### config.mk
export PLATFORM = sky130hd
export DESIGN_NAME = oc_addsub
export DESIGN_NICKNAME = d
export VERILOG_FILES = /design/src/rtl/oc_pkg.sv /design/src/rtl/oc_operand_prep.sv /design/src/rtl/oc_eac_adder.sv /design/src/rtl/oc_flag_gen.sv /design/src/rtl/oc_addsub.sv
export SDC_FILE = /design/constraint.sdc
export NUM_CORES = 1
export LEC_CHECK = 0
export ABC_AREA = 1
export ABC_CLOCK_PERIOD_IN_PS = 1550
export BUFFER_PORTS_ARGS = -buffer_cell sky130_fd_sc_hd__buf_2
export CORE_MARGIN = 2
export CORE_UTILIZATION = 45
export CTS_CLUSTER_DIAMETER = 100
export DETAILED_ROUTE_END_ITERATION = 10
export PLACE_DENSITY = 0.68
export SYNTH_ARGS = -nofsm -noshare
export SYNTH_HDL_FRONTEND = slang
export SYNTH_SLANG_ARGS = --single-unit
export TNS_END_PERCENT = 10
### constraint.sdc
create_clock -name clk -period 1.55 [get_ports clk]
set_input_delay 0.3875 -clock clk [delete_from_list [all_inputs] [get_ports clk]]
set_output_delay 0.3875 -clock clk [all_outputs]
set_load 0.02 [all_outputs]
### src/rtl/oc_pkg.sv
package oc_pkg;
    typedef enum logic {
        OP_ADD = 1'b0,
        OP_SUB = 1'b1
    } oc_op_e;
endpackage

### src/rtl/oc_operand_prep.sv
module oc_operand_prep #(
    parameter int WIDTH = 16
) (
    input  oc_pkg::oc_op_e   op,
    input  logic [WIDTH-1:0] b_in,
    output logic [WIDTH-1:0] b_out
);
    // subtract presents the inverted subtrahend to the shared adder
    always_comb begin
        unique case (op)
            oc_pkg::OP_ADD: b_out = b_in;
            oc_pkg::OP_SUB: b_out = ~b_in;
            default:        b_out = b_in;
        endcase
    end
endmodule

### src/rtl/oc_eac_adder.sv
module oc_eac_adder #(
    parameter int WIDTH = 16
) (
    input  logic             clk,
    input  logic             rst_n,
    input  logic [WIDTH-1:0] x,
    input  logic [WIDTH-1:0] y,
    output logic [WIDTH-1:0] sum
);
    localparam int EXT = WIDTH + 1;

    logic [EXT-1:0] main_sum;
    logic [EXT-1:0] fold_sum;
    logic           fold_carry;

    // main addition, then the top carry is folded into bit 0
    always_comb begin
        main_sum   = {1'b0, x} + {1'b0, y};
        fold_sum   = {1'b0, main_sum[WIDTH-1:0]} + EXT'(main_sum[WIDTH]);
        fold_carry = fold_sum[WIDTH];
        sum        = fold_sum[WIDTH-1:0];
    end

    AST_SINGLE_FOLD: assert property (@(posedge clk) disable iff (!rst_n)
        !fold_carry);
endmodule

### src/rtl/oc_flag_gen.sv
module oc_flag_gen #(
    parameter int WIDTH = 16
) (
    input  logic             x_msb,
    input  logic             y_msb,
    input  logic [WIDTH-1:0] sum,
    output logic             ovf,
    output logic             is_zero
);
    // same-sign inputs with a different-sign result
    // both encodings of zero are accepted
    always_comb begin
        ovf     = (x_msb == y_msb) && (sum[WIDTH-1] != x_msb);
        is_zero = (sum == '0) || (sum == '1);
    end
endmodule

### src/rtl/oc_addsub.sv
module oc_addsub #(
    parameter int WIDTH      = 16,
    parameter bit REGISTERED = 1'b1
) (
    input  logic             clk,
    input  logic             rst_n,
    input  logic             valid_in,
    input  logic             op,
    input  logic [WIDTH-1:0] a,
    input  logic [WIDTH-1:0] b,
    output logic [WIDTH-1:0] result,
    output logic             overflow,
    output logic             zero
);
    oc_pkg::oc_op_e   op_e;
    logic [WIDTH-1:0] b_eff;
    logic [WIDTH-1:0] sum_c;
    logic             ovf_c;
    logic             zero_c;

    assign op_e = oc_pkg::oc_op_e'(op);

    oc_operand_prep #(.WIDTH(WIDTH)) u_prep (
        .op   (op_e),
        .b_in (b),
        .b_out(b_eff)
    );

    oc_eac_adder #(.WIDTH(WIDTH)) u_add (
        .clk  (clk),
        .rst_n(rst_n),
        .x    (a),
        .y    (b_eff),
        .sum  (sum_c)
    );

    oc_flag_gen #(.WIDTH(WIDTH)) u_flags (
        .x_msb  (a[WIDTH-1]),
        .y_msb  (b_eff[WIDTH-1]),
        .sum    (sum_c),
        .ovf    (ovf_c),
        .is_zero(zero_c)
    );

    generate
        if (REGISTERED) begin : g_reg
            logic [WIDTH-1:0] result_q;
            logic             ovf_q;
            logic             zero_q;

            // capture on strobe, hold otherwise, async reset
            always_ff @(posedge clk or negedge rst_n) begin
                if (!rst_n) begin
                    result_q <= '0;
                    ovf_q    <= 1'b0;
                    zero_q   <= 1'b1;
                end else if (valid_in) begin
                    result_q <= sum_c;
                    ovf_q    <= ovf_c;
                    zero_q   <= zero_c;
                end
            end

            assign result   = result_q;
            assign overflow = ovf_q;
            assign zero     = zero_q;

            AST_HOLD_IDLE: assert property (@(posedge clk) disable iff (!rst_n)
                !valid_in |=> ($stable(result_q) && $stable(ovf_q) && $stable(zero_q)));
            AST_ZERO_MATCH: assert property (@(posedge clk) disable iff (!rst_n)
                zero_q == ((result_q == '0) || (result_q == '1)));
            AST_NO_OVERFLOW: assert property (@(posedge clk) disable iff (!rst_n)
                (valid_in && (a[WIDTH-1] != b_eff[WIDTH-1])) |=> !ovf_q);
        end else begin : g_comb
            assign result   = sum_c;
            assign overflow = ovf_c;
            assign zero     = zero_c;
        end
    endgenerate
endmodule

==> results of run 1 <==
==> logic make-up (layout without fill, tap and decap cells) <==
| group | count (synthesis) | in the layout |
|---|---|---|
| and+or+nand+nor | 292 | 292 |
| buffers and inverters | 60 | 224 |
| AOI/OAI and AO/OA | 29 | 29 |
| adders and majority gates | 21 | 21 |
| xor gates and xnor gates | 18 | 18 |
| DFF | 18 | 18 |
==> stage by stage <==
step	area (um2)	setup TNS (ns)	instances	power, uW	hold WS [ns]
2_1_floorplan	2570	-28.26	438	1850	0.0919
3_3_place_gp	3580	-31.80	647	2730	0.324
3_5_place_dp	3580	-33.89	647	2780	0.327
4_1_cts	3870	-27.02	670	3290	0.0561
5_1_grt	4030	-30.71	674	3760	0.0744
6_report	4030	-27.23	674	3470	0.0447
==> registers in the layout, summed over array words and instances, names as in the netlist <==
register  cells
zero          1
result       16
overflow      1
==> area by class of cell <==
type                       count  area, um2
sequential                    18        452
multi-input combinational    360       2090
inverter                      55        206
tap                           72       90.1
timing repair buffer         165       1140
clock buffer                   4       55.1
fill                         465       1440
==> repair_timing <==
item	4_1_cts	5_1_grt
resized for setup	35	42
pin swaps	32	30
cloned	0	0
hold endpoints to repair	0	0
buffers inserted	19	4
endpoints found under the setup margin	18	18
==> worst max path at each step <==
stage / endpoint / cells past startpoint / startpoint / slack (ns)
after CTS: zero / 31 / op / -1.89
after global placement: zero / 28 / op / -2.10
after floorplan: zero / 30 / op / -1.97
final: zero / 30 / op / -1.92
after global routing: zero / 31 / op / -2.12
after detailed placement: zero / 30 / op / -2.28
==> critical path, delay by kind of cell <==
family	cells	cell delay [ns]
and+or+nand+nor	17	1.54
adders and majority gates	4	0.95
AOI/OAI and AO/OA	3	0.33
buffers and inverters	5	0.32
xor gates and xnor gates	1	0.14
==> routing by layer <==
| metal | wire length (um) | GRT usage | vias to the layer above |
|---|---|---|---|
| met5 | 0 | 0 | - |
| met4 | 197 | 0.0948 | 0 |
| met3 | 207 | 0.0125 | 19 |
| met2 | 3910 | 0.459 | 74 |
| met1 | 3220 | 0.270 | 1427 |
| li1 | - | - | 1706 |
==> cells in the final DEF, fill, tap and decap left out, drive strengths merged, types with 2 or more instances in the layout <==
cell	netlist	final
nor2	46	46
xor2	17	17
nor3	3	3
nand2	183	183
dfrtp	17	17
o21ai	17	17
ha	20	20
buf	1	165
nand3	55	55
clkbuf	4	4
a21oi	11	11
inv	55	55
or2	2	2
nand4	2	2
==> power groups by stage <==
stage	Combinational [uW]	Clock [uW]	Sequential, uW
2_1_floorplan	1080	0	770
3_3_place_gp	2100	0	627
3_5_place_dp	2140	0	636
4_1_cts	2290	379	628
5_1_grt	2730	396	637
6_report	2470	372	626
==> run_results.csv, run 1 <==
group,metric,value,unit
run_status,status,"finished with violations",
pwr,swShare,0.452,
min_path,hp-class,"in2async",
layout,final_core_util,0.737,
drt,drtIter0Drc,132,
synth,synth.most_common_cell,"nand2_1",
synth,yosysTopAreaCellShare,0.242,
timing,layout_worst_path_cycle_share,2.24,
synth,synthAdderAreaFrac,0.106,
setup_path,slowest_stage,"fa_2",
cts,cts_tree,"built",
setup_path,rr_worst_depth,3,
global_route,grt_pass1_wl,12300,um
synth,netlist_instances,438,
run_status,violations,"setup timing",
die,io_pins,54,
timing,rsz0062_at_grt,"true",
synth,syn-mean-instance-area,5.82,um2
die,start_util,0.466,
placement,gp_congestion,0.898,
synth,synth_top_family_by_area,"simple AND/OR/NAND/NOR gates",
setup_path,critPathKind,"in2reg",
synth,synth-seq-area-share,0.177,
global_route,first_global_vias,2993,
cts,cts-htree-levels,1,
cts,cts-root-buf,"clkbuf_8",
setup_path,start_kind,"input pin",
setup_path,r2r_slack,0.76,ns
setup_path,r2r-end,"zero",
pwr,irDropWorstVdd,0.000535,V
die,core.rowCount,27,
timing,post-route-min-period,3.47,ns
pwr,internal_power,1900,uW
timing,fin_skew,0,ns
run,maxCapViolCount,0,
drt,wl_per_cell,11.2,um
timing,drv_slew,0,
cts,cts_max_path_buffers,2,
drt,drtAntennaViolNets,0,
setup_path,slowest_delay,0.34,ns
synth,netlist_area,2550,um2
setup_path,cp.required,1.75,ns
synth,synth_edf_count,0,
synth,synth-xor-area-share,0.0619,
timing,hold_violations,0,
global_route,grt_use_total,0.238,
timing,max_freq,289,MHz
placement,dp_hpwl,5700,um
pwr,power.density,860,nW/um2
synth,synthArstFlopShare,1.00,
timing,fin_ws,-1.92,ns
synth,yosys.cell_types.count,28,
layout,drive_above_1_share,0.430,
synth,yosysWarningCount,0,
placement,place_ws,-2.28,ns
synth,ys_top_cells_by_area,"nand2_1 24%, dfrtp_1 17%, nand3_1 10%",
pwr,switching_power,1570,uW
cts,clk_latency,0.25,ns
synth,yosys.area.top_type,"nand2_1",
layout,nets,660,
die,core_area,5470,um2
setup_path,cp_common_cell,"nand2_2",
global_route,gr-total-overflow,0,
synth,yosys_register_bits,18,
setup_path,worstPathArrival,3.67,ns
pwr,combPwrFrac,0.712,
timing,worst_slew_pin_slew,0.385,ns
global_route,antenna_found_initial,0,
die,dieArea,6280,um2
setup_path,r2r_start,"zero",
die,die_w,79.3,um
cts,cts.sinks,18,
drt,vias_per_cell,4.79,
setup_path,path_max_fanout,3,
cts,cts-buffers-inserted,3,
die,die_y,79.3,um
setup_path,cp-end-kind,"flip-flop",
pwr,p_clk_frac,0.107,
synth,synth-compound-area-share,0.0609,
drt,wl,7530,um
drt,drcViolationCount,0,
synth,synth.top_cells.by_count,"164 x nand2_1, 54 x inv_1, 51 x nand3_1",
layout,area_growth,58.3,%
synth,yosys.area_share.simple,0.506,
drt,vias,3226,
cts,path_clk_slew,0.06,ns
pwr,cellLeakagePower,0.00224,uW
synth,muxShareOfSynthArea,0,
timing,slew_headroom,0.740,
timing,setup-violations-final,18,
synth,synth_nets,495,
drt,drtPass1Iterations,5,
placement,port_buffers,53,
cts,holdBufCountCts,0,
layout,antenna_cells,0,
synth,ys.flop_type,"dfrtp_1",
global_route,grt_max_degree,31,
pwr,p_seq_frac,0.181,
Power figures use the tool's default switching activity.
==> run 2, diff against run 1 <==
--- a/config.mk
+++ b/config.mk
@@ -13,6 +13,7 @@
 export CTS_CLUSTER_DIAMETER = 100
 export DETAILED_ROUTE_END_ITERATION = 10
 export PLACE_DENSITY = 0.68
+export REMOVE_ABC_BUFFERS = 1
 export SYNTH_ARGS = -nofsm -noshare
 export SYNTH_HDL_FRONTEND = slang
 export SYNTH_SLANG_ARGS = --single-unit
==> run_results.csv, run 2 (same netlist as run 1, synthesis figures left out) <==
group,metric,value,unit
timing,fin_ws,-1.85,ns
placement,port_buffers,53,
global_route,first_global_vias,3100,
setup_path,start_kind,"input pin",
timing,slew_headroom,0.454,
layout,layout_common_cells,"142 x nand2_1, 90 x buf_4, 51 x buf_2",
drt,wl,7140,um
pwr,power.density,875,nW/um2
setup_path,path_buf_inv,4,
cts,cts_tree,"built",
layout,drive_above_1_share,0.411,
die,core.rowCount,27,
layout,final_core_util,0.714,
drt,vias,3103,
die,core_area,5470,um2
drt,drtPass1Iterations,4,
cts,cts-htree-levels,1,
timing,drv_slew,0,
global_route,gr-total-overflow,0,
cts,path_clk_slew,0.06,ns
layout,antenna_cells,0,
setup_path,critPathTopFamily,"simple AND/OR/NAND/NOR gates",
setup_path,slowest_delay,0.34,ns
cts,clk_latency,0.25,ns
drt,drcViolationCount,0,
setup_path,r2r_start,"zero",
timing,fin_skew,0,ns
setup_path,crit_path_start,"b[0]",
placement,gp_congestion,0.914,
placement,place_area,3500,um2
min_path,hp-class,"in2async",
pwr,irDropWorstVdd,0.000561,V
global_route,grt_use_total,0.233,
cts,cts.sinks,18,
pwr,total_power,3420,uW
cts,cts-root-buf,"clkbuf_8",
global_route,antenna_found_initial,0,
setup_path,slowest_stage,"fa_2",
die,start_util,0.466,
global_route,grt_pass1_wl,12200,um
die,dieArea,6280,um2
timing,max_freq,294,MHz
pwr,cellLeakagePower,0.00218,uW
timing,hold_violations,0,
timing,post-route-min-period,3.40,ns
timing,layout_worst_path_cycle_share,2.19,
timing,setup-violations-final,18,
setup_path,cp.required,1.75,ns
setup_path,cp_common_cell,"nand2_2",
timing,worst_slew_pin_slew,0.818,ns
run,maxCapViolCount,0,
setup_path,path_max_fanout,3,
die,die_w,79.3,um
cts,cts_max_path_buffers,2,
layout,nFillCells,471,
setup_path,cp-end-kind,"flip-flop",
run_status,violations,"setup timing",
layout,area_growth,53.4,%
drt,drtAntennaViolNets,0,
run_status,status,"finished with violations",
layout,largest_register_ffs,16,
layout,nets,644,
timing,rsz0062_at_grt,"true",
layout,stdcell_area,3910,um2
layout,layout_commonest_cell,"nand2_1",
cts,cts-buffers-inserted,3,
drt,drtIter0Drc,85,
die,io_pins,54,
die,die_y,79.3,um
setup_path,critPathKind,"in2reg",
global_route,grt_max_degree,31,
drt,vias_per_cell,4.72,
drt,wl_per_cell,10.9,um
setup_path,worstPathArrival,3.60,ns
placement,dp_hpwl,5700,um
run 2: worst paths after layout:
check                            end  slack [ns]  cells after the start
max in group asynchronous       zero        1.19                      1
hold reg to reg            result[0]        0.47                      2
hold / removal              overflow        0.05                      1
setup / recovery                zero       -1.85                     31
setup reg to reg                zero        0.77                      3
min in group clk           result[0]        0.47                      2
run 2: layer usage:
layer,GRT usage,vias to the layer above,wire (um)
met2,0.445,62,3550
met3,0.0170,16,183
met5,0,-,0
li1,-,1667,-
met1,0.263,1358,3170
met4,0.100,0,239
run 2: metrics by stage:
stage	std cells	hold WS (ns)	setup slack [ns]	setup TNS (ns)
2_1_floorplan	433	0.0919	-1.86	-26.29
3_3_place_gp	640	0.326	-2.13	-32.50
3_5_place_dp	640	0.325	-2.30	-34.71
4_1_cts	653	0.0579	-1.92	-27.92
5_1_grt	658	0.0875	-2.09	-30.38
6_report	658	0.0534	-1.85	-26.93
run 2: worst reg2reg max path: cells and delay by family (launching register included):
family	cells	cell delay, ns
and+or+nand+nor	2	0.32
buffers and inverters	1	0.03
DFF	1	0.37
run 2: repair_timing:
action,4_1_cts,5_1_grt
buffers inserted,9,5
cloned,0,0
setup endpoints to repair,18,18
pin swaps,29,36
resized for setup,33,47
hold buffers,0,0
run 2: area by class of cell:
| cell class | instances | area, um2 | share of cell area |
|---|---|---|---|
| flip-flops and latches | 18 | 452 | 0.116 |
| multi-input cells | 360 | 2080 | 0.531 |
| well taps | 72 | 90.1 | 0.0230 |
| clock buffers | 4 | 55.1 | 0.0141 |
| inverters | 55 | 206 | 0.0528 |
| repair buffers | 149 | 1030 | 0.263 |
run 2: where the power goes:
part / internal, uW / switching (uW) / total (uW)
clock network: 225 / 139 / 364
registers: 576 / 47.6 / 624
logic: 1090 / 1340 / 2430
total: 1890 / 1530 / 3420
